[config.mk]
export PLATFORM = sky130hd
export DESIGN_NAME = i2c_target_resp
export DESIGN_NICKNAME = d
export VERILOG_FILES = /design/src/rtl/i2c_tr_pkg.sv /design/src/rtl/i2c_tr_sync.sv /design/src/rtl/i2c_tr_cond.sv /design/src/rtl/i2c_tr_irq.sv /design/src/rtl/i2c_target_resp.sv
export SDC_FILE = /design/constraint.sdc
export NUM_CORES = 1
export LEC_CHECK = 0
export BUFFER_PORTS_ARGS = -buffer_cell sky130_fd_sc_hd__buf_4
export CORE_UTILIZATION = 54
export CTS_CLUSTER_DIAMETER = 40
export DETAILED_ROUTE_END_ITERATION = 8
export PLACE_DENSITY = 0.76
export SLEW_MARGIN = 0
export SYNTH_ARGS = -nofsm -noshare
export SYNTH_HDL_FRONTEND = slang
export SYNTH_HIERARCHICAL = 1
export SYNTH_SLANG_ARGS = --single-unit
[constraint.sdc]
create_clock -name clk -period 2 [get_ports clk]
set_clock_uncertainty 0.1 [all_clocks]
set_input_delay 0 -clock clk [delete_from_list [all_inputs] [get_ports clk]]
set_output_delay 0 -clock clk [all_outputs]
set_load 0.05 [all_outputs]
[src/rtl/i2c_tr_pkg.sv]
package i2c_tr_pkg;
    localparam int BYTE_W  = 8;
    localparam int TADDR_W = 7;
    localparam int CNT_W   = $clog2(BYTE_W + 1);
    localparam int IRQ_N   = 3;

    // register addresses
    localparam int RA_OWN    = 0;
    localparam int RA_CTRL   = 1;
    localparam int RA_STATUS = 2;
    localparam int RA_DATA   = 3;
    localparam int RA_MSET   = 4;
    localparam int RA_MCLR   = 5;
    localparam int RA_ICLR   = 6;

    // interrupt bit positions
    localparam int IB_DATA  = 0;
    localparam int IB_START = 1;
    localparam int IB_STOP  = 2;

    typedef enum logic [3:0] {
        S_IDLE, S_ADDR, S_ADDR_ACK, S_RX_BITS, S_RX_ACK, S_RX_HOLD,
        S_TX_HOLD, S_TX_SETUP, S_TX_BITS, S_TX_ACK
    } tr_state_e;
endpackage

[src/rtl/i2c_tr_sync.sv]
module i2c_tr_sync #(
    parameter int WIDTH  = 2,
    parameter int STAGES = 2
) (
    input  logic             clk,
    input  logic             rst_n,
    input  logic [WIDTH-1:0] d_i,
    output logic [WIDTH-1:0] q_o
);
    for (genvar g = 0; g < WIDTH; g++) begin : g_line
        logic [STAGES-1:0] chain_q;
        logic [STAGES-1:0] chain_d;
        always_comb chain_d = {chain_q[STAGES-2:0], d_i[g]};
        always_ff @(posedge clk or negedge rst_n) begin
            if (!rst_n) chain_q <= '1;
            else        chain_q <= chain_d;
        end
        assign q_o[g] = chain_q[STAGES-1];
    end
endmodule

[src/rtl/i2c_tr_cond.sv]
module i2c_tr_cond (
    input  logic clk,
    input  logic rst_n,
    input  logic scl_s,
    input  logic sda_s,
    output logic scl_rise,
    output logic scl_fall,
    output logic start_det,
    output logic stop_det
);
    typedef struct packed { logic scl; logic sda; } prev_t;
    prev_t prev_d, prev_q;

    always_comb begin
        prev_d.scl = scl_s;
        prev_d.sda = sda_s;
    end

    always_ff @(posedge clk or negedge rst_n) begin
        if (!rst_n) prev_q <= '{scl: 1'b1, sda: 1'b1};
        else        prev_q <= prev_d;
    end

    assign scl_rise  = scl_s & ~prev_q.scl;
    assign scl_fall  = ~scl_s & prev_q.scl;
    assign start_det = scl_s & prev_q.scl & prev_q.sda & ~sda_s;
    assign stop_det  = scl_s & prev_q.scl & ~prev_q.sda & sda_s;
endmodule

[src/rtl/i2c_tr_irq.sv]
module i2c_tr_irq #(
    parameter int N = 3
) (
    input  logic         clk,
    input  logic         rst_n,
    input  logic [N-1:0] ev,
    input  logic         mset_we,
    input  logic         mclr_we,
    input  logic         iclr_we,
    input  logic [N-1:0] wbits,
    output logic [N-1:0] raw,
    output logic [N-1:0] mask,
    output logic [N-1:0] masked,
    output logic         irq
);
    typedef struct packed { logic [N-1:0] raw; logic [N-1:0] mask; } irq_t;
    irq_t d, q;

    always_comb begin
        d = q;
        if (mset_we) d.mask = q.mask | wbits;
        if (mclr_we) d.mask = q.mask & ~wbits;
        if (iclr_we) d.raw  = q.raw & ~wbits;
        d.raw = d.raw | ev;
    end

    always_ff @(posedge clk or negedge rst_n) begin
        if (!rst_n) q <= '0;
        else        q <= d;
    end

    assign raw    = q.raw;
    assign mask   = q.mask;
    assign masked = q.raw & q.mask;
    assign irq    = |masked;
endmodule

[src/rtl/i2c_target_resp.sv]
module i2c_target_resp
    import i2c_tr_pkg::*;
#(
    parameter int SYNC_STAGES = 2,
    parameter int REG_AW      = 3
) (
    input  logic              clk,
    input  logic              rst_n,
    input  logic              scl_i,
    input  logic              sda_i,
    output logic              scl_oe,
    output logic              sda_oe,
    input  logic              reg_we,
    input  logic              reg_re,
    input  logic [REG_AW-1:0] reg_addr,
    input  logic [7:0]        reg_wdata,
    output logic [7:0]        reg_rdata,
    output logic              irq
);
    typedef struct packed {
        tr_state_e          st;
        logic [BYTE_W-1:0]  sh;
        logic [CNT_W-1:0]   cnt;
        logic [BYTE_W-1:0]  data;
        logic [TADDR_W-1:0] own;
        logic               en;
        logic               rreq;
        logic               treq;
        logic               first;
        logic               fresh;
        logic               nack;
        logic               scl_oe;
        logic               sda_oe;
    } core_t;

    core_t d, q;

    logic [1:0] lines_s;
    logic scl_s, sda_s, scl_rise, scl_fall, start_det, stop_det;
    logic [IRQ_N-1:0] ev, raw, mask, masked;

    i2c_tr_sync #(.WIDTH(2), .STAGES(SYNC_STAGES)) u_sync (
        .clk(clk), .rst_n(rst_n), .d_i({scl_i, sda_i}), .q_o(lines_s));
    assign scl_s = lines_s[1];
    assign sda_s = lines_s[0];

    i2c_tr_cond u_cond (
        .clk(clk), .rst_n(rst_n), .scl_s(scl_s), .sda_s(sda_s),
        .scl_rise(scl_rise), .scl_fall(scl_fall),
        .start_det(start_det), .stop_det(stop_det));

    wire wr_own  = reg_we && reg_addr == REG_AW'(RA_OWN);
    wire wr_ctrl = reg_we && reg_addr == REG_AW'(RA_CTRL);
    wire wr_data = reg_we && reg_addr == REG_AW'(RA_DATA);
    wire rd_data = reg_re && reg_addr == REG_AW'(RA_DATA);

    always_comb begin
        d  = q;
        ev = '0;
        if (wr_own)  d.own  = reg_wdata[TADDR_W-1:0];
        if (wr_ctrl) d.en   = reg_wdata[0];
        if (wr_data) d.data = reg_wdata;
        if (rd_data) begin
            d.rreq  = 1'b0;
            d.first = 1'b0;
        end

        unique case (q.st)
            S_ADDR: begin
                if (scl_rise) begin
                    d.sh  = {q.sh[BYTE_W-2:0], sda_s};
                    d.cnt = q.cnt + 1'b1;
                end else if (scl_fall && q.cnt == CNT_W'(BYTE_W)) begin
                    if (q.sh[BYTE_W-1:1] == q.own) begin
                        d.st     = S_ADDR_ACK;
                        d.sda_oe = 1'b1;
                        d.fresh  = 1'b1;
                    end else begin
                        d.st = S_IDLE;
                    end
                end
            end
            S_ADDR_ACK: if (scl_fall) begin
                d.sda_oe = 1'b0;
                d.cnt    = '0;
                if (q.sh[0]) begin
                    d.st          = S_TX_HOLD;
                    d.scl_oe      = 1'b1;
                    d.treq        = 1'b1;
                    ev[IB_DATA]   = 1'b1;
                end else begin
                    d.st = S_RX_BITS;
                end
            end
            S_RX_BITS: begin
                if (scl_rise) begin
                    d.sh  = {q.sh[BYTE_W-2:0], sda_s};
                    d.cnt = q.cnt + 1'b1;
                end else if (scl_fall && q.cnt == CNT_W'(BYTE_W)) begin
                    d.st     = S_RX_ACK;
                    d.sda_oe = 1'b1;
                end
            end
            S_RX_ACK: if (scl_fall) begin
                d.sda_oe    = 1'b0;
                d.scl_oe    = 1'b1;
                d.data      = q.sh;
                d.rreq      = 1'b1;
                d.first     = q.fresh;
                d.fresh     = 1'b0;
                d.cnt       = '0;
                d.st        = S_RX_HOLD;
                ev[IB_DATA] = 1'b1;
            end
            S_RX_HOLD: if (rd_data) begin
                d.scl_oe = 1'b0;
                d.st     = S_RX_BITS;
            end
            S_TX_HOLD: if (wr_data) begin
                d.sh     = reg_wdata;
                d.sda_oe = ~reg_wdata[BYTE_W-1];
                d.treq   = 1'b0;
                d.cnt    = '0;
                d.st     = S_TX_SETUP;
            end
            S_TX_SETUP: begin
                d.scl_oe = 1'b0;
                d.st     = S_TX_BITS;
            end
            S_TX_BITS: if (scl_fall) begin
                d.sh  = {q.sh[BYTE_W-2:0], 1'b0};
                d.cnt = q.cnt + 1'b1;
                if (q.cnt == CNT_W'(BYTE_W - 1)) begin
                    d.sda_oe = 1'b0;
                    d.st     = S_TX_ACK;
                end else begin
                    d.sda_oe = ~q.sh[BYTE_W-2];
                end
            end
            S_TX_ACK: begin
                if (scl_rise) d.nack = sda_s;
                else if (scl_fall) begin
                    if (q.nack) d.st = S_IDLE;
                    else begin
                        d.st        = S_TX_HOLD;
                        d.scl_oe    = 1'b1;
                        d.treq      = 1'b1;
                        ev[IB_DATA] = 1'b1;
                    end
                end
            end
            default: begin
                d.sda_oe = 1'b0;
                d.scl_oe = 1'b0;
            end
        endcase

        if (!q.en || start_det || stop_det) begin
            d.sda_oe = 1'b0;
            d.scl_oe = 1'b0;
            d.rreq   = 1'b0;
            d.treq   = 1'b0;
            d.first  = 1'b0;
            d.fresh  = 1'b0;
            d.st     = S_IDLE;
            ev       = '0;
            if (q.en && start_det) begin
                d.st         = S_ADDR;
                d.cnt        = '0;
                ev[IB_START] = 1'b1;
            end
            if (q.en && stop_det) ev[IB_STOP] = 1'b1;
        end
    end

    always_ff @(posedge clk or negedge rst_n) begin
        if (!rst_n) q <= '{st: S_IDLE, default: '0};
        else        q <= d;
    end

    i2c_tr_irq #(.N(IRQ_N)) u_irq (
        .clk(clk), .rst_n(rst_n), .ev(ev),
        .mset_we(reg_we && reg_addr == REG_AW'(RA_MSET)),
        .mclr_we(reg_we && reg_addr == REG_AW'(RA_MCLR)),
        .iclr_we(reg_we && reg_addr == REG_AW'(RA_ICLR)),
        .wbits(reg_wdata[IRQ_N-1:0]),
        .raw(raw), .mask(mask), .masked(masked), .irq(irq));

    always_comb begin
        unique case (int'(reg_addr))
            RA_OWN:    reg_rdata = {1'b0, q.own};
            RA_CTRL:   reg_rdata = {7'b0, q.en};
            RA_STATUS: reg_rdata = {5'b0, q.first, q.treq, q.rreq};
            RA_DATA:   reg_rdata = q.data;
            RA_MSET:   reg_rdata = {5'b0, mask};
            RA_MCLR:   reg_rdata = {5'b0, raw};
            RA_ICLR:   reg_rdata = {5'b0, masked};
            default:   reg_rdata = '0;
        endcase
    end

    assign scl_oe = q.scl_oe;
    assign sda_oe = q.sda_oe;

    // plain views for the bound checker
    logic en_v, rreq_v, treq_v, first_v;
    assign en_v    = q.en;
    assign rreq_v  = q.rreq;
    assign treq_v  = q.treq;
    assign first_v = q.first;
endmodule

; ---- Word level (Yosys, flattened, before mapping)
; Cells that the tools add are included.
[word_totals]
regBits = 51
input_bits = 17
elab_cells = 177
[classes]
n_addsub = 1
eq_ne = 38
muxes = 70
bitwise_logic = 19
reduce_logical = 30
[ops]
columns = op, count
row1 = 4-bit 2-to-1 mux, 15
row2 = 8-bit one-hot mux with 7 select lines, 1
row3 = "3-bit != test, second input constant", 15
row4 = 4-bit one-hot mux with 9 select lines, 1
row5 = 16-bit 2-to-1 mux, 2
row6 = 1-bit 2-to-1 mux, 29
row7 = 12-bit 2-to-1 mux, 2
row8 = 8-bit one-hot mux with 3 select lines, 1
row9 = "4-bit by 3-bit equality test with 1-bit output, second input constant", 5
row10 = 4-bit one-hot mux with 5 select lines, 1
row11 = 3-bit 2-to-1 mux, 6
row12 = 8-bit 2-to-1 mux, 2
row13 = 13-bit AND reduction, 1
row14 = "4-bit equality test, second input constant", 3
row15 = 1-bit logical AND, 10
row16 = 2-bit 2-to-1 mux, 5
row17 = 10-bit AND reduction, 1
row18 = 10-bit nonzero test, 1
row19 = 3-bit bitwise AND, 3
row20 = "3-bit equality test, second input constant", 3
row21 = "4-bit by 2-bit equality test with 1-bit output, second input constant", 2
row22 = 8-bit AND reduction, 1
row23 = 1-bit bitwise AND, 7
row24 = 7-bit equality test, 1
row25 = other kinds (26), 40

; ---- Depth between registers and ports, before layout
; Gate-level depths: netlist of the first run.
[logic_depth]
depth_word = 7
depth_mapped = 10
depth_no_buf = 8

; ---- Cells and area by module
; The synthesis of the first run kept the hierarchy.
[modules_own_cells]
columns = module, instances, cells_each, area_each_um2, seq_area_each_um2
row1 = i2c_target_resp, 1, 349, 2970.3, 975.9
row2 = i2c_tr_irq, 1, 23, 249.0, 150.1
row3 = i2c_tr_sync, 1, 6, 120.1, 105.1
row4 = i2c_tr_cond, 1, 6, 85.1, 52.6

; ---- Worst setup path before layout of the first run
; OpenSTA, ideal clock, no wires.
[synth_path]
path_type = reg-to-reg
from = register u_sync.g_line[1].chain_q[1]
to = register q[35] in the netlist's numbering
arrival_time_ns = 1.981
path_slack_ns = -0.168
path_stages_with_launch = 9
path_cell_list = dfstp_2 buf_4 nor2b_1 clkbuf_1 and4bb_2 o41ai_4 nand2_2 o211a_1 a211oi_2
[synth_between]
word_cells_on_any_way = 28
[synth_lines]
columns = element, line
row1 = from (decl), i2c_tr_sync.sv:11  ; logic [STAGES-1:0] chain_q;
row2 = from (signal assigned), i2c_tr_sync.sv:16  ; else chain_q <= chain_d;
row3 = 1-bit bitwise AND (*), i2c_tr_cond.sv:24  ; assign scl_rise = scl_s & ~prev_q.scl;
row4 = via scl_rise, i2c_target_resp.sv:39  ; logic scl_s, sda_s, scl_rise, scl_fall, start_det, stop_det;
row5 = 3-bit != test (no source line), -
row6 = 13-bit AND reduction (no source line) (*), -
row7 = to (signal assigned), i2c_target_resp.sv:177  ; if (!rst_n) q <= '{st: S_IDLE, default: '0};
row8 = to (signal assigned), i2c_target_resp.sv:178  ; else q <= d;
row9 = to (decl), i2c_target_resp.sv:36  ; core_t d, q;
; Mark *: on every way through the listed nets, which the timed path passes. The rest lies on a longest branch.
; A chain may end at the register's enable or synchronous reset.

==> reports/results.ini, run 1 <==
[place]
pre_cts_slack_ns = -0.121
gp_congestion = 1.00
port_buffers = 27
hpwlAfterDp_um = 6850

[grt]
grt_pass1_vias = 2919
grt-ovfl-total = 0
antenna_found_initial = 0
track_usage = 0.297
grt_max_degree = 52
grt_first_pass_wirelength_um = 14700

[floorplan]
die-area_sq_mm = 0.00666
die_x_um = 81.6
coreArea_sq_mm = 0.00603
top_level_ports = 28
dieHeight_um = 81.6
start_util = 0.568
rows = 28

[yosys]
synth_top_area_share = 0.329
syn_nets = 404
yosys_register_bits = 51
syn_area_sq_mm = 0.00342
synthDistinctLibCells = 74
synth_edf_count = 0
yosys_warnings = 6
synthTopCellsByArea = dfrtp_1 33%, a21oi_1 5.7%, dfstp_2 4.6%, nand2_1 4.1%, nor2_1 3.7%
avgSynthCellArea_sq_um = 8.92
ys_seq_area_frac = 0.375
synth-main-ff-cell = dfrtp_1
async_flop_share = 1.00
syn_inst = 384
synth_top_area_cell = dfrtp_1

[clocking]
clkSlewWorstSetupHoldPaths_ns = 0.09
cts_tree = yes
cts.path.max_buffers = 2
numCtsBuffers = 5
insertion_delay_ns = 0.30
root_buffer = clkbuf_8
cts_sinks = 51
ctsHtreeMaxLevel = 2

[route]
num_vias = 3262
drt_pre_antenna_iters = 5
avgViaCountPerCell = 6.21
ant_nets = 0
post-route-drc-count = 0
drt_iter0_markers = 391
wl_um = 9620
drt-wirelength-per-cell_um = 18.3

[worst_setup_path]
crit_path_end_kind = flip-flop
worst-path-buf-inv = 2
required_ns = 2.12
worstPathCellList = nor2b_1, buf_4, inv_1, ha_4, nor3b_2, a21oi_2, o32ai_2, a21oi_1, a21oi_1
critPathMaxFanout = 6
crit_top_cell = a21oi_1
cpLargestDelayFamily = flip-flops
startpoint_type = flip-flop
crit_slowest_cell = dfstp_2
reg2reg_slack_ns = 0.05
cp_slowest_stage_delay_ns = 0.58
worst-setup-path-type = flip-flop to flip-flop
worstPathArrival_ns = 2.06

[layout]
fill_cells = 485
area_delta_synth_final_pct = 25.3
final_nets = 470
diodes = 0
drive_gt1_frac = 0.300

[run]
drv_cap = 0

[timing]
finalSetupViolations = 0
hold_ws_ns = 0.0719
fin_crit_ns = 1.95
worst_pin_slew_ns = 0.641
clock.fmax_mhz = 514
rsz0062_at_grt = yes
relSlewSlack = 0.572
fin_ws_ns = 0.0541
final_hold_viol_count = 0
slew_violations = 0
fin_crit_sh = 0.973

[power_and_ir_drop]
power_density_mw_per_mm2 = 768
max-vdd-ir-drop_mv = 0.543
power.leakage_nw = 1.83

[outcome]
status = finished, final reports clean

[hold_path]
hp-class = primary input to flip-flop

[worst paths after layout]
path                                              from                          end  depth (start not counted)
hold reg to reg            u_sync/g_line[1].chain_q[0]  u_sync/g_line[1].chain_q[1]                          0
setup reg to reg                      u_cond/prev_q[1]                        q[23]                          9
setup / recovery                      u_cond/prev_q[1]                        q[23]                          9
min in group asynchronous                        rst_n                        q[38]                          2
max in group asynchronous                        rst_n                        q[23]                          2
hold / removal                                  reg_we                    flip-flop                          4
[where the power goes]
group / internal, W / total (W) / switching, W
registers: 0.00120 / 0.00137 / 0.000172
logic: 0.000580 / 0.00129 / 0.000709
clock network: 0.000280 / 0.000635 / 0.000356
[state kept, by name (all words and copies together) (netlist names), named ones only]
name,count
en_v,1
scl_oe,1
q,33
u_irq/raw,3
u_cond/prev_q,2
u_sync/g_line.chain_q,4
sda_oe,1
rreq_v,1
treq_v,1
first_v,1
[routing by layer]
| metal | routed length (um) | part of all wire | track usage |
|---|---|---|---|
| met3 | 834 | 0.087 | 0.0633 |
| met4 | 228 | 0.024 | 0.0982 |
| met5 | 0 | 0 | 0 |
| met2 | 4270 | 0.44 | 0.435 |
| met1 | 4290 | 0.45 | 0.433 |
[metrics by stage]
step | TNS (ns) | utilization | power (W) | std cells | area (sq um)
6_report | 0 | 0.712 | 0.00330 | 525 | 4290
5_1_grt | -0.116 | 0.712 | 0.00347 | 525 | 4290
4_1_cts | 0 | 0.696 | 0.00323 | 524 | 4190
3_5_place_dp | -0.546 | 0.657 | 0.00257 | 506 | 3960
3_3_place_gp | -0.322 | 0.657 | 0.00254 | 506 | 3960
2_1_floorplan | -0.141 | - | 0.00214 | 384 | 3430
[layout make-up]
class                           instances  area, sq um  area share
Inverter                               10         40.0     0.00933
Multi-Input combinational cell        296         2070       0.482
Tap cell                               75         93.8      0.0219
Clock inverter                          1         8.76     0.00204
Sequential cell                        51         1280       0.299
Clock buffer                            6         82.6      0.0192
Timing Repair Buffer                   86          714       0.167
[Yosys cell counts, types with 7 or more instances]
library cell / instances
mux2_2: 10
a22oi_1: 10
clkbuf_1: 7
o21ai_0: 17
dfrtp_1: 45
a31oi_1: 8
nand3_1: 10
and2_1: 7
nor3_1: 7
nand2_1: 37
nor2_1: 34
inv_1: 9
mux2i_1: 9
a21oi_1: 39
nor2b_1: 9
buf_2: 10
[placed cells by master, fill, tap and decap left out, types with 6 or more instances in the layout]
cell	count
nand3_1	10
nand2_1	37
and2_1	6
mux2i_1	9
dlygate4sd3_1	11
a22oi_1	9
dfrtp_1	45
nand2b_1	6
dfstp_2	6
a31oi_1	8
clkbuf_8	6
nor2b_1	7
a21oi_1	38
mux2_2	10
xor2_1	6
o21ai_0	10
o21ai_1	9
nor3_1	7
nor2_1	34
inv_1	9
buf_4	71
[worst min-delay path, stage by stage]
cell and delay, ns:
buf_4 0.12, nand2_1 0.09, nor2_1 0.08, a21oi_1 0.14
[what timing repair did]
| item | 4_1_cts | 5_1_grt |
|---|---|---|
| endpoints found under the hold margin | 76 | 0 |
| setup endpoints to repair | 13 | 17 |
| pin swaps | 2 | 4 |
| buffers inserted | 0 | 1 |
| hold buffers | 11 | 0 |
| gates resized for setup | 8 | 24 |
[cell families (layout without fill, tap and decap cells)]
family                     count (synthesis)  after routing  share of synthesized area
DFF                                       51             51                      0.375
adders and majority gates                  4              4                     0.0139
and+or+nand+nor                          146            146                      0.233
AOI/OAI and AO/OA                        117            117                      0.228
muxes                                     21             21                     0.0723
xor gates and xnor gates                   8              8                     0.0205
buffers and inverters                     37            103                     0.0570
(Power assumes the default switching activity.)
==> run 2, diff against run 1 <==
--- a/config.mk
+++ b/config.mk
@@ -7,8 +7,7 @@
 export LEC_CHECK = 0
 export BUFFER_PORTS_ARGS = -buffer_cell sky130_fd_sc_hd__buf_4
-export CORE_UTILIZATION = 54
+export CORE_UTILIZATION = 40
 export CTS_CLUSTER_DIAMETER = 40
 export DETAILED_ROUTE_END_ITERATION = 8
-export PLACE_DENSITY = 0.76
 export SLEW_MARGIN = 0
 export SYNTH_ARGS = -nofsm -noshare
==> constraint.sdc (replaced) <==
create_clock -name clk -period 2 [get_ports clk]
set_clock_uncertainty 0.1 [all_clocks]
set_input_delay 0 -clock clk [delete_from_list [all_inputs] [get_ports clk]]
set_output_delay 0 -clock clk [all_outputs]
set_load 0.02 [all_outputs]
==> reports/results.ini, run 2 (synthesis results as in run 1) <==
[outcome]
status = finished with violations
violations = negative setup slack

[worst_setup_path]
required_ns = 2.14  ; +0.02 ns
startpoint_type = flip-flop
worst-setup-path-type = flip-flop to flip-flop
crit_path_end_kind = flip-flop
worstPathArrival_ns = 2.15  ; +0.09 ns
critPathMaxFanout = 4  ; -2

[layout]
regMostFlops = q
drive_gt1_frac = 0.304  ; +0.00396
largest_register_ff_count = 33  ; unchanged
final_nets = 473  ; +0.64%
final_common_cell = buf_4
diodes = 0  ; unchanged
design_area_sq_mm = 0.00435  ; +1.5%
area_delta_synth_final_pct = 27.1
fill_cells = 773  ; +59%
layout_common_cells = 72 x buf_4, 44 x dfrtp_1, 39 x a21oi_1
final_core_util = 0.527  ; -0.185

[grt]
track_usage = 0.228  ; -0.0686
antenna_found_initial = 0  ; unchanged
grt_pass1_vias = 3141  ; +7.6%
grt_max_degree = 52  ; unchanged
busiest_layer = met2
grt_util_met3 = 0.0266  ; -0.0368
grt_first_pass_wirelength_um = 15600  ; +6.6%
grt_use_met1 = 0.318  ; -0.115
met2_usage = 0.367  ; -0.0679
grt-ovfl-total = 0  ; unchanged

[timing]
clock.fmax_mhz = 498  ; -3.2%
final.setup.tns_ns = -0.0108  ; -0.0108 ns
final_hold_viol_count = 0  ; unchanged
slew_violations = 0  ; unchanged
finalSetupViolations = 2  ; +2
relSlewSlack = 0.555  ; -0.0171
rsz0062_at_grt = yes
fin_crit_sh = 1.00  ; +0.0318
fin_crit_ns = 2.01  ; +0.0637 ns
worst_pin_slew_ns = 0.667  ; +0.0256 ns
fin_ws_ns = -0.00956  ; -0.0637 ns

[floorplan]
die_x_um = 94.5  ; +16%
rows = 33  ; +18%
coreArea_sq_mm = 0.00826  ; +37%
die-area_sq_mm = 0.00893  ; +34%
top_level_ports = 28  ; unchanged
dieHeight_um = 94.5  ; +16%
start_util = 0.415  ; -0.154

[route]
post-route-drc-count = 0  ; unchanged
drt-wirelength-per-cell_um = 17.4  ; -5.1%
drt_iter0_markers = 216  ; -45%
wl_um = 9730  ; +1.1%
avgViaCountPerCell = 5.79  ; -6.8%
drt_pre_antenna_iters = 6  ; +1
num_vias = 3237  ; -0.77%
ant_nets = 0  ; unchanged

[power_and_ir_drop]
pwr-share-clk = 0.201  ; +0.008
p_comb_frac = 0.387  ; -0.004
seqPwrFrac = 0.412  ; -0.004
p_sw_frac = 0.360  ; -0.0157
max-vdd-ir-drop_mv = 0.349  ; -36%
power.switching_w = 0.00118  ; -4.4%
power.leakage_nw = 1.85  ; +1.0%
p_int_w = 0.00210  ; +2.3%
power_density_mw_per_mm2 = 755  ; -1.7%

[clocking]
cts.path.max_buffers = 2  ; unchanged
ctsHtreeMaxLevel = 2  ; unchanged
clkSlewWorstSetupHoldPaths_ns = 0.11  ; +0.02 ns
numCtsBuffers = 5  ; unchanged
cts_tree = yes
root_buffer = clkbuf_8
cts_sinks = 51  ; unchanged
insertion_delay_ns = 0.32  ; +0.02 ns

[hold_path]
hp-class = primary input to flip-flop

[place]
hpwlAfterDp_um = 6900  ; +0.73%
placed_cell_area_sq_mm = 0.00402  ; +1.6%
gp_congestion = 0.907  ; -9.4%
port_buffers = 27  ; unchanged

[run]
drv_cap = 0  ; unchanged

==> run 2: layout make-up <==
class | instances | area [sq um] | area share
inverters | 10 | 40.0 | 0.00920
flip-flops and latches | 51 | 1280 | 0.295
well taps | 105 | 131 | 0.0302
multi-input cells | 296 | 2040 | 0.470
clock buffers | 6 | 82.6 | 0.0190
repair buffers | 89 | 753 | 0.173
clock inverters | 2 | 16.3 | 0.00374
==> run 2: final timing paths <==
check	start	endpoint	slack (ns)	cells past startpoint
worst max-delay path	u_sync/g_line[1].chain_q[1]	q[35]	-0.01	7
worst min-delay path	reg_we	flip-flop	0.02	4
worst max register to register	u_sync/g_line[1].chain_q[1]	q[35]	-0.01	7
worst min register to register	u_sync/g_line[0].chain_q[0]	u_sync/g_line[0].chain_q[1]	0.25	0
max in group asynchronous	rst_n	q[38]	1.20	2
min in group asynchronous	rst_n	q[36]	0.14	2
==> run 2: metal layers <==
layer | share of wire | routed length, um
met1 | 0.47 | 4540
met2 | 0.47 | 4570
met3 | 0.049 | 477
met4 | 0.015 | 146
met5 | 0 | 0
==> run 2: power groups by stage <==
stage                     clock, W  combinational, W  sequential [W]
after floorplan                  0          0.000727         0.00135
after global placement           0           0.00117         0.00137
after detailed placement         0           0.00118         0.00137
after CTS                 0.000688           0.00124         0.00135
after global routing      0.000720           0.00140         0.00138
final                     0.000662           0.00127         0.00135
==> run 2: critical path, stage by stage, from the launching register on <==
cell and delay [ns]:
dfstp_2 0.54, nor2b_4 0.13, and4bb_2 0.26, buf_6 0.12, o41ai_4 0.24, nand2_2 0.13
o211a_1 0.23, a211oi_2 0.20
==> run 2: stage by stage <==
stage                     std cells  worst slack, ns  hold WS [ns]  power, W
after global routing            559           -0.102        0.0595   0.00350
after floorplan                 384          -0.0570        -0.396   0.00207
after CTS                       558          -0.0229        0.0179   0.00328
final                           559         -0.00956        0.0236   0.00329
after detailed placement        538           -0.226       -0.0186   0.00255
after global placement          538           -0.201       -0.0267   0.00254
==> run 2: timing repair <==
item / in CTS / in global routing
hold buffers: 11 / 0
gates resized for setup: 14 / 16
hold endpoints to repair: 76 / 0
pin swaps: 3 / 8
endpoints found under the setup margin: 16 / 20
buffers inserted: 1 / 1
